`src/rtl/tmr_chan_pkg.sv`:
```
package tmr_chan_pkg;

    typedef enum logic [1:0] {
        EDGE_RISE = 2'b00,
        EDGE_FALL = 2'b01,
        EDGE_RSVD = 2'b10,
        EDGE_BOTH = 2'b11
    } edge_sel_e;

    typedef struct packed {
        logic cpol;
        logic pol;
        logic en;
    } chan_cfg_t;

endpackage

```
`src/rtl/chan_cfg_reg.sv`:
```
module chan_cfg_reg
    import tmr_chan_pkg::*;
#(
    parameter int unsigned REG_W    = 16,
    parameter int unsigned EN_BIT   = 0,
    parameter int unsigned POL_BIT  = 1,
    parameter int unsigned CPOL_BIT = 3
) (
    input  logic             clk,
    input  logic             rst_n,
    input  logic             we,
    input  logic [REG_W-1:0] wdata,
    output logic [REG_W-1:0] rdata,
    output chan_cfg_t        cfg
);

    chan_cfg_t cfg_d, cfg_q;

    always_comb begin
        cfg_d = cfg_q;
        if (we) begin
            cfg_d.en   = wdata[EN_BIT];
            cfg_d.pol  = wdata[POL_BIT];
            cfg_d.cpol = wdata[CPOL_BIT];
        end
    end

    always_ff @(posedge clk or negedge rst_n) begin
        if (!rst_n) cfg_q <= '0;
        else        cfg_q <= cfg_d;
    end

    always_comb begin
        rdata           = '0;
        rdata[EN_BIT]   = cfg_q.en;
        rdata[POL_BIT]  = cfg_q.pol;
        rdata[CPOL_BIT] = cfg_q.cpol;
    end

    assign cfg = cfg_q;


    reserved_zero_chk: assert property (@(posedge clk) disable iff (!rst_n)
        $countones(rdata) <= 3);

endmodule

```
`src/rtl/chan_in_cond.sv`:
```
module chan_in_cond
    import tmr_chan_pkg::*;
#(
    parameter int unsigned SYNC_STAGES = 2
) (
    input  logic      clk,
    input  logic      rst_n,
    input  logic      pin_in,
    input  edge_sel_e edge_sel,
    output logic      edge_hit
);

    localparam int unsigned LAST = SYNC_STAGES - 1;

    typedef struct packed {
        logic [SYNC_STAGES-1:0] sync;
        logic                   prev;
    } cond_st_t;

    cond_st_t st_d, st_q;
    logic     invert, cond_now, cond_prev;

    always_comb begin
        st_d = st_q;
        for (int i = LAST; i > 0; i--) st_d.sync[i] = st_q.sync[i-1];
        st_d.sync[0] = pin_in;
        st_d.prev    = st_q.sync[LAST];
    end

    always_ff @(posedge clk or negedge rst_n) begin
        if (!rst_n) st_q <= '0;
        else        st_q <= st_d;
    end

    always_comb begin
        invert    = (edge_sel == EDGE_FALL);
        cond_now  = st_q.sync[LAST] ^ invert;
        cond_prev = st_q.prev ^ invert;
        unique case (edge_sel)
            EDGE_RISE, EDGE_FALL: edge_hit = cond_now & ~cond_prev;
            EDGE_BOTH:            edge_hit = cond_now ^ cond_prev;
            default:              edge_hit = 1'b0;
        endcase
    end

endmodule

```
`src/rtl/chan_capture.sv`:
```
module chan_capture #(
    parameter int unsigned CNT_W = 16
) (
    input  logic             clk,
    input  logic             rst_n,
    input  logic             edge_hit,
    input  logic             cap_en,
    input  logic [CNT_W-1:0] count_in,
    input  logic             flag_we,
    input  logic             flag_wdata,
    output logic [CNT_W-1:0] cap_value,
    output logic             cap_flag
);

    typedef struct packed {
        logic [CNT_W-1:0] value;
        logic             flag;
    } cap_st_t;

    cap_st_t st_d, st_q;
    logic    take;

    always_comb begin
        st_d = st_q;
        take = edge_hit & cap_en;
        if (flag_we && !flag_wdata) st_d.flag = 1'b0;
        if (take) begin
            st_d.value = count_in;
            st_d.flag  = 1'b1;
        end
    end

    always_ff @(posedge clk or negedge rst_n) begin
        if (!rst_n) st_q <= '0;
        else        st_q <= st_d;
    end

    assign cap_value = st_q.value;
    assign cap_flag  = st_q.flag;


    flag_sticky_chk: assert property (@(posedge clk) disable iff (!rst_n)
        (cap_flag && !(flag_we && !flag_wdata)) |=> cap_flag);


    blocked_hold_chk: assert property (@(posedge clk) disable iff (!rst_n)
        !cap_en |=> ($stable(cap_value) && !$rose(cap_flag)));

endmodule

```
`src/rtl/chan_out_gate.sv`:
```
module chan_out_gate
    import tmr_chan_pkg::*;
(
    input  logic      mode_in,
    input  chan_cfg_t cfg,
    input  logic      ref_in,
    output logic      pin_out,
    output logic      pin_oe
);

    always_comb begin
        pin_oe  = !mode_in && cfg.en;
        pin_out = pin_oe ? (ref_in ^ cfg.pol) : 1'b0;
    end

endmodule

```
`src/rtl/tmr_chan_stage.sv`:
```
module tmr_chan_stage
    import tmr_chan_pkg::*;
#(
    parameter int unsigned REG_W       = 16,
    parameter int unsigned CNT_W       = 16,
    parameter int unsigned SYNC_STAGES = 2
) (
    input  logic             clk,
    input  logic             rst_n,
    input  logic             mode_in,
    input  logic             cfg_we,
    input  logic [REG_W-1:0] cfg_wdata,
    output logic [REG_W-1:0] cfg_rdata,
    input  logic             ref_in,
    input  logic             pin_in,
    input  logic [CNT_W-1:0] count_in,
    input  logic             flag_we,
    input  logic             flag_wdata,
    output logic             pin_out,
    output logic             pin_oe,
    output logic [CNT_W-1:0] cap_value,
    output logic             cap_flag
);

    chan_cfg_t cfg;
    edge_sel_e edge_sel;
    logic      edge_hit;
    logic      cap_en;

    assign edge_sel = edge_sel_e'({cfg.cpol, cfg.pol});
    assign cap_en   = mode_in & cfg.en;

    chan_cfg_reg #(.REG_W(REG_W)) u_cfg (
        .clk   (clk),
        .rst_n (rst_n),
        .we    (cfg_we),
        .wdata (cfg_wdata),
        .rdata (cfg_rdata),
        .cfg   (cfg)
    );

    chan_in_cond #(.SYNC_STAGES(SYNC_STAGES)) u_cond (
        .clk      (clk),
        .rst_n    (rst_n),
        .pin_in   (pin_in),
        .edge_sel (edge_sel),
        .edge_hit (edge_hit)
    );

    chan_capture #(.CNT_W(CNT_W)) u_cap (
        .clk        (clk),
        .rst_n      (rst_n),
        .edge_hit   (edge_hit),
        .cap_en     (cap_en),
        .count_in   (count_in),
        .flag_we    (flag_we),
        .flag_wdata (flag_wdata),
        .cap_value  (cap_value),
        .cap_flag   (cap_flag)
    );

    chan_out_gate u_out (
        .mode_in (mode_in),
        .cfg     (cfg),
        .ref_in  (ref_in),
        .pin_out (pin_out),
        .pin_oe  (pin_oe)
    );


    out_off_chk: assert property (@(posedge clk) disable iff (!rst_n)
        (!mode_in && !cfg_rdata[0]) |-> (!pin_out && !pin_oe));


    out_on_chk: assert property (@(posedge clk) disable iff (!rst_n)
        (!mode_in && cfg_rdata[0]) |-> (pin_oe && (pin_out == (ref_in ^ cfg_rdata[1]))));


    in_mode_quiet_chk: assert property (@(posedge clk) disable iff (!rst_n)
        mode_in |-> (!pin_oe && !pin_out));


    rsvd_code_chk: assert property (@(posedge clk) disable iff (!rst_n)
        (cfg_rdata[3] && !cfg_rdata[1]) |=> $stable(cap_value));

endmodule

```
`config.mk`:
```
export PLATFORM = sky130hd
export DESIGN_NAME = tmr_chan_stage
export DESIGN_NICKNAME = d
export VERILOG_FILES = /design/src/rtl/tmr_chan_pkg.sv /design/src/rtl/chan_cfg_reg.sv /design/src/rtl/chan_in_cond.sv /design/src/rtl/chan_capture.sv /design/src/rtl/chan_out_gate.sv /design/src/rtl/tmr_chan_stage.sv
export SDC_FILE = /design/constraint.sdc
export NUM_CORES = 1
export LEC_CHECK = 0
export ABC_AREA = 1
export BUFFER_PORTS_ARGS = -buffer_cell sky130_fd_sc_hd__buf_4
export CELL_PAD_IN_SITES_DETAIL_PLACEMENT = 1
export CELL_PAD_IN_SITES_GLOBAL_PLACEMENT = 1
export CORE_MARGIN = 4
export CORE_UTILIZATION = 31
export DETAILED_ROUTE_END_ITERATION = 8
export GPL_TIMING_DRIVEN = 1
export PLACE_DENSITY = 0.88
export SYNTH_ARGS = -nofsm -noshare
export SYNTH_HDL_FRONTEND = slang
export SYNTH_SLANG_ARGS = --single-unit
```
`constraint.sdc`:
```
create_clock -name clk -period 2.45 [get_ports clk]
set_clock_uncertainty 0.05 [all_clocks]
set_input_delay 0.3675 -clock clk [delete_from_list [all_inputs] [get_ports clk]]
set_output_delay 0.3675 -clock clk [all_outputs]
set_load 0.02 [all_outputs]
```
==> results of run 1 <==
==> sequential cells by signal (all words and copies together), names as in the netlist <==
register         flops
u_cap.cap_flag       1
u_cap.cap_value     16
u_cfg.cfg            3
u_cond.st_d          2
u_cond.st_q          1
==> worst max path at each step <==
stage	start	end	slack (ns)	cells after the start
after floorplan	u_cfg.cfg[1]	pin_out	0.94	2
after global placement	mode_in	u_cap.cap_value[10]	1.11	7
after detailed placement	mode_in	u_cap.cap_value[12]	1.11	7
after CTS	u_cfg.cfg[1]	pin_out	0.85	3
after global routing	u_cfg.cfg[1]	pin_out	0.83	3
final	u_cfg.cfg[1]	pin_out	0.86	3
==> where the power goes <==
part / switching (mW) / internal, mW / total [mW]
combinational: 0.302 / 0.243 / 0.546
sequential: 0.0592 / 0.482 / 0.541
clock: 0.126 / 0.114 / 0.240
total: 0.487 / 0.838 / 1.33
==> placed cells by master, fill, tap and decap left out <==
cell type,synthesis,layout
xnor2_1,1,1
o21bai_1,16,16
conb_1,1,13
nand2_1,37,37
buf_4,13,48
nor2_8,1,1
mux2_2,1,1
clkinv_2,0,1
dlygate4sd3_1,0,1
nor2_1,2,2
clkbuf_8,0,3
o21ai_2,1,1
nand2_2,2,2
dfrtp_1,23,23
o21ai_0,4,4
nor3_1,1,1
nand2_4,2,2
inv_1,22,22
==> routing by layer <==
| metal | global-route usage (%) | up-vias |
|---|---|---|
| met2 | 19.9 | 44 |
| met4 | 3.90 | 0 |
| li1 | - | 463 |
| met5 | 0 | - |
| met1 | 15.1 | 431 |
| met3 | 4.07 | 5 |
==> final cells by class <==
| type | count | area, sq um | share of cell area, % |
|---|---|---|---|
| multi-input cells | 81 | 424 | 27.3 |
| clock inverters | 1 | 5.00 | 0.322 |
| clock buffers | 3 | 41.3 | 2.65 |
| flip-flops and latches | 23 | 576 | 37.0 |
| repair buffers | 49 | 370 | 23.8 |
| well taps | 46 | 57.6 | 3.70 |
| inverters | 22 | 82.6 | 5.31 |
==> cells by family after synthesis <==
kind of cell | share of synthesized area [%]
AND/OR/NAND/NOR | 17.8
AO/OA/AOI/OAI | 12.8
other | 0.323
multiplexers | 0.971
flip-flops | 49.6
buffers and inverters | 17.7
XOR/XNOR | 0.755
==> what timing repair did <==
item	4_1_cts	5_1_grt
gates resized for setup	0	0
hold endpoints to repair	23	0
hold buffers	1	0
==> stage by stage <==
stage	worst slack, ns	std cells	hold slack, ns	area [sq um]
after floorplan	0.936	142	0.0219	1200
after global placement	1.11	220	0.232	1500
after detailed placement	1.11	220	0.241	1500
after CTS	0.852	225	0.150	1560
after global routing	0.826	225	0.148	1560
final	0.863	225	0.158	1560
==> results.md, run 1 <==
* Origin of the worst min-delay path: pin_in
* Total gr overflow at 0
* Routed vias at 943
* Met3 Routed Length at 232 um
* Residual DRC at 0
* TNS Setup at 0 ns
* Maximum VDD drop at 277 uV
* Post-CTS setup buffer count at 0
* Wire length per cell at 12.3 um
* CTS tree: done
* Overall power at 1.33 mW
* CP Class: reg2out
* IO buf count at 48
* CP arrival at 1.17 ns
* Vias/cell at 4.19
* Root Buffer: clkbuf_8
* Outcome: finished clean
* Final setup viols at 0
* IO Count at 75
* Diodes inserted at 0
* Tmin final at 1.59 ns
* Fin. Hold Viols at 0
* Worst path slowest cell: dfrtp_1
* Max Clock Freq at 630 MHz
* Hold path depth at 1
* Top FF cell, synth: dfrtp_1
* Setup crit end kind: primary output
* Number of nets in the layout at 220
* Core area at 0.00347 sq mm
* Warnings, synthesis at 0
* Metal-1 WL at 1200 um
* RR Startpoint: u_cond.st_q[0]
* Initial Utilization at 33.4%
* Clock Pin Slew Worst Setup and Hold Paths at 0.08 ns
* Cell Rows at 21
* GRT Total Usage at 12.2%
* Max FO, Critical Path at 4
* Register-to-register setup slack at 1.13 ns
* Most common cell in the netlist: nand2_1
* Die height at 69.2 um
* Post-synthesis sequential area ratio at 49.6%
* Synth area leader: dfrtp_1
* Die X-Extent at 69.2 um
* Skew-Pair Late Insertion Delay at 0.26 ns
* Die area at 0.00478 sq mm
* Area grow syn2layout at 34.2%
* Post-Route WL at 2770 um
* Syn_area_per_cell at 8.92 sq um
* Maxcap violations at 0
* Critical Path RT at 2.03 ns
* RePlAce Congestion at 0.790
* Post-synthesis cell count at 130
* Leak at 0.865 nW
* H-Tree Depth at 1
* R2R Path End: u_cap.cap_value[4]
* Final Max Slew Viols at 0
* Initial antenna violation count at 0
* CTS Sinks at 23
* DP HPWL at 2060 um
* R2R depth at 5
* Synth top area cells: dfrtp_1 (50%), nand2_1 (12%), o21bai_1 (10%)
* Detail Route met2 WL at 1300 um
* Startpoint types: flip-flop
* Largest net degree at the start of global routing at 24
* Post-synth EDFFs at 0
* First-pass GRT wire length at 4690 um
* Hold Path Class: in2reg
* Register bit total from synthesis at 23
* Library cells used by synthesis at 17
* Async SR Flop Fraction at 100%
* Vias in the first global route at 952
* Pwr dens at 852 mW/mm^2
* Iter 0 DRT Violations at 34
* Fin crit share at 64.8%
* Layout Utilization at 44.9%
* CP max stage delay at 0.44 ns
* Hold Path Sink: u_cond.st_d[2]
* CTS max path bufs at 2
* RSZ-0062 raised after global routing: false
* Share of cells above drive strength 1 at 33.0%
* CP cell instances: xnor2_1 -> nor3_1 -> buf_4
* CP bufs+invs at 1
* CTS Buf Count at 3
* DRT Pass-1 Iters at 4
* Syn Std Cell Area at 0.00116 sq mm
* # fillers at 439
* Highest metal used: met4
* Crit path max-delay family: flip-flops
* Post-synth top area share at 49.6%
* Top cells by count, synth: nand2_1 (37), dfrtp_1 (23), inv_1 (22)
* Post-DRT Antenna Nets at 0
No activity file was read; power rests on OpenSTA's default activity.
==> run 2, diff against run 1 <==
- CORE_UTILIZATION: 31 -> 29
- PLACE_DENSITY: 0.88 -> 0.83
- clock period: 2.45 -> 1.7 ns (I/O delays scaled with it)
==> run 2 against run 1 <==
  * Core utilization shrank 3.6 points
  * Sequential share of layout area is essentially flat
  * Critical path depth is the same
  * Total power grew 43%
  * Combinational power grew 43%
  * Clock-buffer cell count grew 1
  * Non-clock buffer count is the same
  * Largest power group unchanged
  * Cell area is essentially flat
==> results.md, run 2 (synthesis results as in run 1) <==
* Outcome: finished clean
* Commonest non-fill, non-tap cell in the layout: buf_4
* Core area at 0.00377 sq mm (+8.7%)
* Die height at 71.2 um (+3.0%)
* Clock group share of total power at 18.0% (about the same)
* Switching part of the total at 36.3% (-0.51 points)
* Post-DRT Antenna Nets at 0 (unchanged)
* CP Class: reg2out
* Internal power at 1.21 mW (+45%)
* TNS Setup at 0 ns (unchanged)
* Maximum VDD drop at 388 uV (+40%)
* PostCTS Resize Cnt at 0 (unchanged)
* DRT Pass-1 Iters at 3 (-1)
* Final setup viols at 0 (unchanged)
* CTS Buf Count at 3 (unchanged)
* GRT Total Usage at 11.2% (-1.0 points)
* Post-Route WL at 2660 um (-4.0%)
* Skew-Pair Late Insertion Delay at 0.26 ns (about the same)
* Register-to-register setup slack at 0.38 ns (-0.75 ns)
* CTS Hold Bufs at 1 (unchanged)
* Residual DRC at 0 (unchanged)
* Setup crit end kind: primary output
* Largest net degree at the start of global routing at 24 (unchanged)
* Fin crit share at 85.0%
* Total gr overflow at 0 (unchanged)
* CTS Sinks at 23 (unchanged)
* Layout Utilization at 41.3% (-3.6 points)
* Hold path depth at 1 (unchanged)
* Die X-Extent at 71.2 um (+3.0%)
* Sw Pwr at 689 uW (+41%)
* Routed vias at 921 (-2.3%)
* Post-CTS setup buffer count at 0 (unchanged)
* RSZ-0062 raised after global routing: false
* Final Max Slew Viols at 0 (unchanged)
* Share of cells above drive strength 1 at 32.4% (-0.56 points)
* Clock Pin Slew Worst Setup and Hold Paths at 0.08 ns (about the same)
* Initial Utilization at 30.8% (-2.7 points)
* Number of nets in the layout at 220 (unchanged)
* Initial antenna violation count at 0 (unchanged)
* Wire length per cell at 11.7 um (-4.9%)
* Max FO, Critical Path at 4 (unchanged)
* IO buf count at 48 (unchanged)
* Area grow syn2layout at 34.3% (about the same)
* First-pass GRT wire length at 4630 um (-1.2%)
* Startpoint types: flip-flop
* IO Count at 75 (unchanged)
* Cell Rows at 22 (+4.8%)
* Root Buffer: clkbuf_8
* Die area at 0.00508 sq mm (+6.1%)
* H-Tree Depth at 1 (unchanged)
* Maxcap violations at 0 (unchanged)
* Vias/cell at 4.06 (-3.2%)
* Hold Path Class: in2reg
* Origin of the worst min-delay path: pin_in
* Most frequent cells in the layout: buf_4 (48), nand2_1 (37), dfrtp_1 (23)
* Pwr dens at 1220 mW/mm^2 (+43%)
* Fin. Hold Viols at 0 (unchanged)
* R2R Path End: u_cap.cap_value[13]
* RePlAce Congestion at 0.669 (-15%)
* R2R depth at 5 (unchanged)
* CTS tree: done
* Iter 0 DRT Violations at 20 (-41%)
* Max Clock Freq at 692 MHz
* Vias in the first global route at 1002 (+5.3%)
* Tmin final at 1.44 ns
* Critical Path RT at 1.39 ns (-0.64 ns)
* DP HPWL at 2010 um (-2.4%)
* CP arrival at 1.14 ns (-0.03 ns)
* RR Startpoint: u_cond.st_q[0]
* Diodes inserted at 0 (unchanged)
* Combinational Power Share at 41.0% (about the same)
* Hold Path Sink: u_cond.st_d[2]
* Flop pwr share at 40.9% (about the same)
* Leak at 0.862 nW (-0.32%)
* CTS max path bufs at 2 (unchanged)
* Max reg flops at 16 (unchanged)
## run 2: worst max-delay path by stage
stage / startpoint / slack [ns] / cells past startpoint / end
2_1_floorplan: u_cfg.cfg[1] / 0.30 / 2 / pin_out
3_3_place_gp: u_cond.st_q[0] / 0.38 / 5 / u_cap.cap_value[7]
3_5_place_dp: u_cond.st_q[0] / 0.36 / 5 / u_cap.cap_value[11]
4_1_cts: u_cfg.cfg[1] / 0.25 / 3 / pin_out
5_1_grt: u_cfg.cfg[1] / 0.15 / 3 / pin_out
6_report: u_cfg.cfg[1] / 0.26 / 3 / pin_out
## run 2: critical path: stages, from the launching register on
cell,delay (ns)
dfrtp_1,0.43
xnor2_1,0.14
nor3_1,0.14
buf_4,0.17
## run 2: layout make-up
type / instances / area [sq um]
well taps: 48 / 60.1
flip-flops and latches: 23 / 576
inverters: 22 / 82.6
clock buffers: 4 / 45.0
fillers: 460 / 2210
multi-input cells: 81 / 424
repair buffers: 49 / 370
## run 2: routing by layer
layer / global-route usage, % / vias to the layer above / part of all wire, % / wire (um)
met5: 0 / - / 0 / 0
met1: 14.1 / 432 / 40 / 1060
li1: - / 459 / - / -
met2: 19.6 / 28 / 53 / 1410
met4: 3.13 / 0 / 0.49 / 13
met3: 1.96 / 2 / 6.6 / 176
## run 2: power groups by stage
stage	Clock [mW]	Combinational, mW	Sequential (mW)
finish	0.343	0.780	0.778
global route	0.376	0.859	0.808
CTS	0.358	0.797	0.784
detailed placement	0	0.791	0.793
global placement	0	0.774	0.783
floorplan	0	0.288	0.964
## run 2: metrics by stage
stage	area, sq um	hold WS [ns]	cells	power (mW)	worst slack (ns)
3_3_place_gp	1500	0.118	222	1.56	0.377
6_report	1560	0.0477	227	1.90	0.255
3_5_place_dp	1500	0.123	222	1.58	0.360
4_1_cts	1560	0.0399	227	1.94	0.250
5_1_grt	1560	0.0415	227	2.04	0.151
2_1_floorplan	1200	-0.0906	142	1.25	0.299
